File: src/rtl/i2c_flag_pkg.sv
package i2c_flag_pkg;

  // Indices of the write-1-to-clear flags inside the cell array
  localparam int unsigned NUM_W1C   = 3;
  localparam int unsigned IDX_NACK  = 0;
  localparam int unsigned IDX_BERR  = 1;
  localparam int unsigned IDX_SSTOP = 2;

  // Positions of the clear bits in the status write word
  localparam int unsigned CSR_NACK_POS  = 0;
  localparam int unsigned CSR_BERR_POS  = 1;
  localparam int unsigned CSR_READY_POS = 2;
  localparam int unsigned CSR_SSTOP_POS = 3;

  typedef struct packed {
    logic nack_set;
    logic berr_set;
    logic sstop_set;
    logic ready_set;
  } flag_evt_t;

  function automatic int unsigned w1c_csr_pos(int unsigned idx);
    case (idx)
      IDX_NACK: return CSR_NACK_POS;
      IDX_BERR: return CSR_BERR_POS;
      default:  return CSR_SSTOP_POS;
    endcase
  endfunction

endpackage

File: src/rtl/i2c_flag_events.sv
module i2c_flag_events
  import i2c_flag_pkg::*;
#(
  parameter int unsigned BIT_POS_W = 4,
  parameter int unsigned ERR_LO    = 2,
  parameter int unsigned ERR_HI    = 9
) (
  input  logic                 clk,
  input  logic                 rst_n,
  input  logic                 mod_en,
  input  logic                 ack_stb,
  input  logic                 ack_high,
  input  logic [BIT_POS_W-1:0] bit_pos,
  input  logic                 start_det,
  input  logic                 stop_det,
  input  logic                 arb_lost,
  input  logic                 own_match,
  input  logic                 gc_match,
  output flag_evt_t            evt
);

  localparam logic [BIT_POS_W-1:0] WIN_LO = BIT_POS_W'(ERR_LO);
  localparam logic [BIT_POS_W-1:0] WIN_HI = BIT_POS_W'(ERR_HI);

  logic in_window;
  logic cond_seen;
  logic match_now;
  logic slv_seen_q;
  logic slv_seen_d;
  logic slv_seen_en;

  assign in_window = (bit_pos >= WIN_LO) && (bit_pos <= WIN_HI);
  assign cond_seen = start_det | stop_det;
  assign match_now = own_match | gc_match;

  // Slave-transfer memory: set by a match, dropped by any start/stop
  always_comb begin
    slv_seen_en = 1'b0;
    slv_seen_d  = slv_seen_q;
    if (!mod_en) begin
      slv_seen_en = 1'b1;
      slv_seen_d  = 1'b0;
    end else if (cond_seen) begin
      slv_seen_en = 1'b1;
      slv_seen_d  = 1'b0;
    end else if (match_now) begin
      slv_seen_en = 1'b1;
      slv_seen_d  = 1'b1;
    end
  end

  always_ff @(posedge clk or negedge rst_n) begin
    if (!rst_n) begin
      slv_seen_q <= 1'b0;
    end else if (slv_seen_en) begin
      slv_seen_q <= slv_seen_d;
    end
  end

  always_comb begin
    evt.nack_set  = ack_stb & ack_high;
    evt.ready_set = ack_stb & ~ack_high;
    evt.berr_set  = (cond_seen & in_window) | arb_lost;
    evt.sstop_set = stop_det & (slv_seen_q | match_now);
  end

  // a start or stop forgets the earlier slave transfer
  p_slv_forget_r9: assert property (@(posedge clk) disable iff (!rst_n)
    (mod_en && cond_seen) |=> !slv_seen_q);

  // a match with no start/stop is remembered
  p_slv_keep_r9: assert property (@(posedge clk) disable iff (!rst_n)
    (mod_en && match_now && !cond_seen) |=> slv_seen_q);

  // the two acknowledge outcomes never coincide
  p_ack_excl_r1: assert property (@(posedge clk) disable iff (!rst_n)
    !(evt.nack_set && evt.ready_set));

endmodule

File: src/rtl/i2c_w1c_cell.sv
module i2c_w1c_cell (
  input  logic clk,
  input  logic rst_n,
  input  logic mod_en,
  input  logic set_ev,
  input  logic clr_wr,
  output logic q
);

  logic d;
  logic en;

  // Priority: disable, hardware set, write-1 clear, hold
  always_comb begin
    en = 1'b0;
    d  = q;
    if (!mod_en) begin
      en = 1'b1;
      d  = 1'b0;
    end else if (set_ev) begin
      en = 1'b1;
      d  = 1'b1;
    end else if (clr_wr) begin
      en = 1'b1;
      d  = 1'b0;
    end
  end

  always_ff @(posedge clk or negedge rst_n) begin
    if (!rst_n) begin
      q <= 1'b0;
    end else if (en) begin
      q <= d;
    end
  end

  p_set_wins_r3: assert property (@(posedge clk) disable iff (!rst_n)
    (mod_en && set_ev) |=> q);

  p_w1c_clear_r2: assert property (@(posedge clk) disable iff (!rst_n)
    (mod_en && clr_wr && !set_ev) |=> !q);

  p_hold_r2: assert property (@(posedge clk) disable iff (!rst_n)
    (mod_en && !clr_wr && !set_ev) |=> $stable(q));

  p_disable_clr_r4: assert property (@(posedge clk) disable iff (!rst_n)
    !mod_en |=> !q);

endmodule

File: src/rtl/i2c_ready_cell.sv
module i2c_ready_cell (
  input  logic clk,
  input  logic rst_n,
  input  logic mod_en,
  input  logic set_ev,
  input  logic xmit,
  input  logic data_rd,
  input  logic data_wr,
  input  logic start_req,
  output logic q
);

  logic clr_ev;
  logic d;
  logic en;

  // Transmit: a load of the data register empties it.
  // Receive: an unload does, unless a start is being requested.
  assign clr_ev = xmit ? data_wr : (data_rd & ~start_req);

  always_comb begin
    en = 1'b0;
    d  = q;
    if (!mod_en) begin
      en = 1'b1;
      d  = 1'b0;
    end else if (set_ev) begin
      en = 1'b1;
      d  = 1'b1;
    end else if (clr_ev) begin
      en = 1'b1;
      d  = 1'b0;
    end
  end

  always_ff @(posedge clk or negedge rst_n) begin
    if (!rst_n) begin
      q <= 1'b0;
    end else if (en) begin
      q <= d;
    end
  end

  p_rd_hold_start_r8: assert property (@(posedge clk) disable iff (!rst_n)
    (mod_en && q && !xmit && data_rd && start_req) |=> q);

  p_wrong_dir_r7: assert property (@(posedge clk) disable iff (!rst_n)
    (mod_en && q && xmit && data_rd && !data_wr) |=> q);

  p_disable_clr_r4: assert property (@(posedge clk) disable iff (!rst_n)
    !mod_en |=> !q);

endmodule

File: src/rtl/i2c_xfer_flags.sv
module i2c_xfer_flags
  import i2c_flag_pkg::*;
#(
  parameter int unsigned BITS_PER_BYTE = 8,
  parameter int unsigned ERR_FIRST_BIT = 2,
  parameter int unsigned CSR_W         = 8,
  parameter int unsigned BIT_POS_W     = $clog2(BITS_PER_BYTE + 2)
) (
  input  logic                 clk,
  input  logic                 rst_n,
  input  logic                 mod_en,
  input  logic                 irq_en,
  input  logic                 ack_stb,
  input  logic                 ack_high,
  input  logic [BIT_POS_W-1:0] bit_pos,
  input  logic                 start_det,
  input  logic                 stop_det,
  input  logic                 arb_lost,
  input  logic                 own_match,
  input  logic                 gc_match,
  input  logic                 xmit,
  input  logic                 start_req,
  input  logic                 csr_wr,
  input  logic [CSR_W-1:0]     csr_wdata,
  input  logic                 data_rd,
  input  logic                 data_wr,
  output logic                 flag_nack,
  output logic                 flag_berr,
  output logic                 flag_ready,
  output logic                 flag_sstop,
  output logic                 irq
);

  localparam int unsigned ACK_POS = BITS_PER_BYTE + 1;

  flag_evt_t           evt;
  logic [NUM_W1C-1:0]  w1c_set;
  logic [NUM_W1C-1:0]  w1c_clr;
  logic [NUM_W1C-1:0]  w1c_q;

  i2c_flag_events #(
    .BIT_POS_W (BIT_POS_W),
    .ERR_LO    (ERR_FIRST_BIT),
    .ERR_HI    (ACK_POS)
  ) u_events (
    .clk       (clk),
    .rst_n     (rst_n),
    .mod_en    (mod_en),
    .ack_stb   (ack_stb),
    .ack_high  (ack_high),
    .bit_pos   (bit_pos),
    .start_det (start_det),
    .stop_det  (stop_det),
    .arb_lost  (arb_lost),
    .own_match (own_match),
    .gc_match  (gc_match),
    .evt       (evt)
  );

  assign w1c_set[IDX_NACK]  = evt.nack_set;
  assign w1c_set[IDX_BERR]  = evt.berr_set;
  assign w1c_set[IDX_SSTOP] = evt.sstop_set;

  for (genvar g = 0; g < NUM_W1C; g++) begin : g_w1c
    assign w1c_clr[g] = csr_wr & csr_wdata[w1c_csr_pos(g)];

    i2c_w1c_cell u_cell (
      .clk    (clk),
      .rst_n  (rst_n),
      .mod_en (mod_en),
      .set_ev (w1c_set[g]),
      .clr_wr (w1c_clr[g]),
      .q      (w1c_q[g])
    );
  end

  i2c_ready_cell u_ready (
    .clk       (clk),
    .rst_n     (rst_n),
    .mod_en    (mod_en),
    .set_ev    (evt.ready_set),
    .xmit      (xmit),
    .data_rd   (data_rd),
    .data_wr   (data_wr),
    .start_req (start_req),
    .q         (flag_ready)
  );

  assign flag_nack  = w1c_q[IDX_NACK];
  assign flag_berr  = w1c_q[IDX_BERR];
  assign flag_sstop = w1c_q[IDX_SSTOP];

  assign irq = irq_en & (flag_nack | flag_berr | flag_ready | flag_sstop);

  // a refused byte never raises the ready flag
  p_nack_no_ready_r1: assert property (@(posedge clk) disable iff (!rst_n)
    (mod_en && ack_stb && ack_high && !flag_ready) |=> (flag_nack && !flag_ready));

  // arbitration trouble always ends with a bus error
  p_arb_berr_r6: assert property (@(posedge clk) disable iff (!rst_n)
    (mod_en && arb_lost) |=> flag_berr);

endmodule

File: config.mk
export PLATFORM = sky130hd
export DESIGN_NAME = i2c_xfer_flags
export DESIGN_NICKNAME = d
export VERILOG_FILES = /design/src/rtl/i2c_flag_pkg.sv /design/src/rtl/i2c_flag_events.sv /design/src/rtl/i2c_w1c_cell.sv /design/src/rtl/i2c_ready_cell.sv /design/src/rtl/i2c_xfer_flags.sv
export SDC_FILE = /design/constraint.sdc
export NUM_CORES = 1
export LEC_CHECK = 0
export BUFFER_PORTS_ARGS = -buffer_cell sky130_fd_sc_hd__buf_2
export CORE_AREA = 3 3 40 42
export CTS_BUF_LIST = sky130_fd_sc_hd__clkbuf_16
export DETAILED_ROUTE_END_ITERATION = 10
export DIE_AREA = 0 0 43 45
export GPL_ROUTABILITY_DRIVEN = 0
export GPL_TIMING_DRIVEN = 0
export PLACE_DENSITY = 0.61
export SYNTH_ARGS = -nofsm -noshare
export SYNTH_HDL_FRONTEND = slang
export SYNTH_SLANG_ARGS = --single-unit
File: constraint.sdc
create_clock -name clk -period 2.2 [get_ports clk]
set_input_delay 0.33 -clock clk [delete_from_list [all_inputs] [get_ports clk]]
set_output_delay 0.33 -clock clk [all_outputs]
set_load 0.02 [all_outputs]
# == After elaboration in Yosys (flattened, before gate mapping) ==
# Cells that the tools add are included.
# W data, S select, Z words.
# word_totals
elab_cells,67
output_inout_bits,5
inputBits,28
reg_bits,5
# classes
bitwise,18
eq_ne,5
n_lt_le_gt_ge,2
n_mux,31
reduce_logical,6
# op_table
op,n
$mux W1,31
$ne A3 B1 Y1 const B,5
$reduce_and A2 Y1,5
$and A1 B1 Y1,9
$or A1 B1 Y1,7
$ge A4 B2 Y1 const B,1
$le A4 B4 Y1 const B,1
$not A1 Y1,2
$logic_and A1 B1 Y1,1

# == Longest topological paths before layout ==
# depth
depth_word,7
depth_mapped,3
ltp_nobuf,3

# == By module ==
# Synthesis repeated with hierarchy kept, for this count alone.
# unflattened
cells_unflattened,29
area_unflattened_um2,305.3
# modules_own_cells
module,n_inst,cells_each,seq_area_each_um2,area_per_inst_um2
i2c_w1c_cell,3,3,25.0,46.3
i2c_flag_events,1,10,25.0,82.6
i2c_ready_cell,1,6,25.0,53.8
i2c_xfer_flags,1,4,0.0,30.0

# == Least setup slack after synthesis ==
# OpenSTA, ideal clock, no wires.
# synth_timing
path_kind,flip-flop to output port
start,register g_w1c[1].u_cell.q
end,output irq
slack_ps,900
arrival_ps,970
path_buffers,0
stages_incl_launch_ff,2
required_ps,1870
cell_sequence,dfrtp_1 > o41a_1
# synth_between
elab_chain_cells,4
# synth_lines
element,line_no,rtl
"start, declared",i2c_w1c_cell.sv:7,output logic q
"start signal, assigned",i2c_w1c_cell.sv:31,q <= 1'b0;
"start signal, assigned",i2c_w1c_cell.sv:33,q <= d;
$or A1 B1 Y1 (3 in series),i2c_xfer_flags.sv:93,assign irq = irq_en & (flag_nack | flag_berr | flag_ready | flag_sstop);
$and A1 B1 Y1,i2c_xfer_flags.sv:93,
"end, declared",i2c_xfer_flags.sv:31,output logic irq
# Every way passes these cells.

# == Worst setup path in the final report ==
# Ends and elaborated chain as after synthesis.

==> impl_metrics.toml <==
[sta]
tightest_slew_ns = 0.243
period_share_pct = 68.7
max_slew_margin_pct = 83.6
setup_tns_ns = 0
finalSetupViolations = 0
finClkSkew_ns = 0.00200
hold_viol_final = 0
rsz0062_at_grt = "no"
report.final.slew_viol_count = 0
fmax_ghz = 0.661
finalCriticalPeriod_ns = 1.51

[final_layout]
drive_gt1_share_pct = 50.9
n_antenna_cell = 0
syn_to_final_growth_pct = 93.1
postLayoutCellArea_um2 = 493
final_cell_mix = "26 x buf_2, 5 x dfrtp_1, 4 x nand2_1"
stdcell_count = 72
final_common_cell = "buf_2"
final_nets = 86

[power]
clockPowerShare_pct = 64.6
seqPwrFrac_pct = 22.9
p_per_area_nw_per_um2 = 914
switching_share_pct = 19.5
power.switching_uw = 87.8
ir_drop_uv = 405
p_leak_uw = 0.000262
p_int_uw = 363
comb_power_share_pct = 12.6

[clock_tree]
post_cts_resized = 0
cts-root-buf = "clkbuf_16"
cts_setup_buffers = 0
cts_inserted_buffers = 3
clockBufferDepth = 2
tritoncts = "built"
cts_hold_buf = 1
clock-sinks = 5
clk_pin_slew_ns = 0.03
htreeDepth = 1
clock_latency_ns = 0.22

[setup_path]
cp.arrival_ns = 1.18
path_buf_inv = 1
crit_family = "compound AO/OA/AOI/OAI gates"
end_kind = "output pin"
start_kind = "flip-flop"
critical_path_class = "flip-flop to output pin"
cp_slowest_cell = "o41a_1"
worstPathCellList = "o41a_1 > buf_2"
path_max_fanout = 3
critPathMaxStageDelay_ns = 0.41
required_ns = 1.87

[run_status]
status = "finished, final reports clean"

[placement]
port_buffers = 26
placed_cell_area_um2 = 404
placed_cells = 67
hpwl_um = 563

[detailed_routing]
viasPerCell = 4.29
ant_nets = 0
avgRoutedWirePerCell_um = 10.0
drt-initial-drc-count = 4
drc = 0
wirelength_um = 721
first_pass_iters = 2
vias = 309

[floorplan]
die_area_um2 = 1940
dieHeight_um = 45
core.rowCount = 13
coreArea_um2 = 1280
ioPinCount = 33
die_x_um = 43
start_util_pct = 19.9

[global_routing]
grt_pass1_wl_um = 1110
grt_max_degree = 7
grt.total_usage_pct = 7.52
antenna_found_initial = 0
grt_overflow = 0
grt_pass1_vias = 271

[yosys]
yosysUniqueCellTypes = 15
synth.cell_area_um2 = 255
syn_area_per_cell_um2 = 9.82
syn_inst = 26
synth_warnings = 0
yosysSeqAreaShare_pct = 49.0
synth_fp_nets = 54
synth-seq-cells = 5

[flow_run]
maxCapViolations = 0

[hold_path]
hold_class = "input pin to flip-flop"
## registers in the layout, summed over array words and instances, names as in the netlist
name,flops
u_ready.q,1
g_w1c.u_cell.q,3
u_events.slv_seen_q,1
## metrics by stage
step / utilization, % / total power [uW] / worst slack [ns] / hold slack [ns]
after floorplan: - / 128 / 0.900 / 0.0344
after global placement: 31.5 / 159 / 0.928 / 0.150
after detailed placement: 31.5 / 160 / 0.932 / 0.151
after CTS: 38.4 / 454 / 0.683 / 0.279
after global routing: 38.4 / 465 / 0.651 / 0.289
final: 38.4 / 450 / 0.688 / 0.281
## power by group through the flow
stage / registers [uW] / logic, uW / clock network [uW]
finish: 103 / 56.6 / 291
CTS: 103 / 57.7 / 293
global placement: 104 / 54.9 / 0
floorplan: 111 / 17.4 / 0
global route: 104 / 62.8 / 298
detailed placement: 104 / 55.4 / 0
## kinds of logic after synthesis
family | Yosys count | share of synthesized area (%)
xor gates and xnor gates | 1 | 3.43
AOI/OAI and AO/OA | 8 | 22.5
DFF | 5 | 49.0
and+or+nand+nor | 11 | 23.5
buffers and inverters | 1 | 1.47
## per-layer routing
metal	up-vias	wire length [um]	global-route usage, %
met5	-	0	0
met4	0	0	3.61
li1	157	-	-
met2	27	238	10.2
met1	125	329	10.5
met3	0	152	2.79
## final cells by class
cell class,count,area (um2)
clock buffer,3,75.1
inverter,1,3.75
tap,15,18.8
timing repair buffer,27,140
fill,132,792
sequential,5,125
multi-input combinational,20,126
clock inverter,1,3.75
## worst reg2reg max path: stages (launching register included)
cell	delay, ns
dfrtp_1	0.35
nor3_1	0.22
nand2b_1	0.14
a21boi_0	0.07
## worst paths after layout
path | from | to | slack (ns) | cells after the start
setup / recovery | g_w1c[1].u_cell.q | irq | 0.69 | 2
hold reg to reg | g_w1c[2].u_cell.q | g_w1c[2].u_cell.q | 0.55 | 2
hold / removal | start_det | u_events.slv_seen_q | 0.28 | 2
min in group asynchronous | rst_n | g_w1c[0].u_cell.q | 0.44 | 2
max in group asynchronous | rst_n | g_w1c[1].u_cell.q | 1.63 | 2
setup reg to reg | u_events.slv_seen_q | g_w1c[2].u_cell.q | 1.30 | 3
## cells in the mapped netlist, drive strengths merged
library cell,number,share of area (%)
o41a,1,4.4
xor2,1,3.4
a32oi,1,3.4
a22oi,1,2.9
nor3,1,2.0
nor4b,1,3.4
a21boi,2,5.9
nor2,1,1.5
o21ai,3,5.9
inv,1,1.5
dfrtp,5,49
nor2b,2,4.9
nand2b,1,2.5
or3b,1,3.4
nand2,4,5.9
Power figures use the tool's default switching activity.
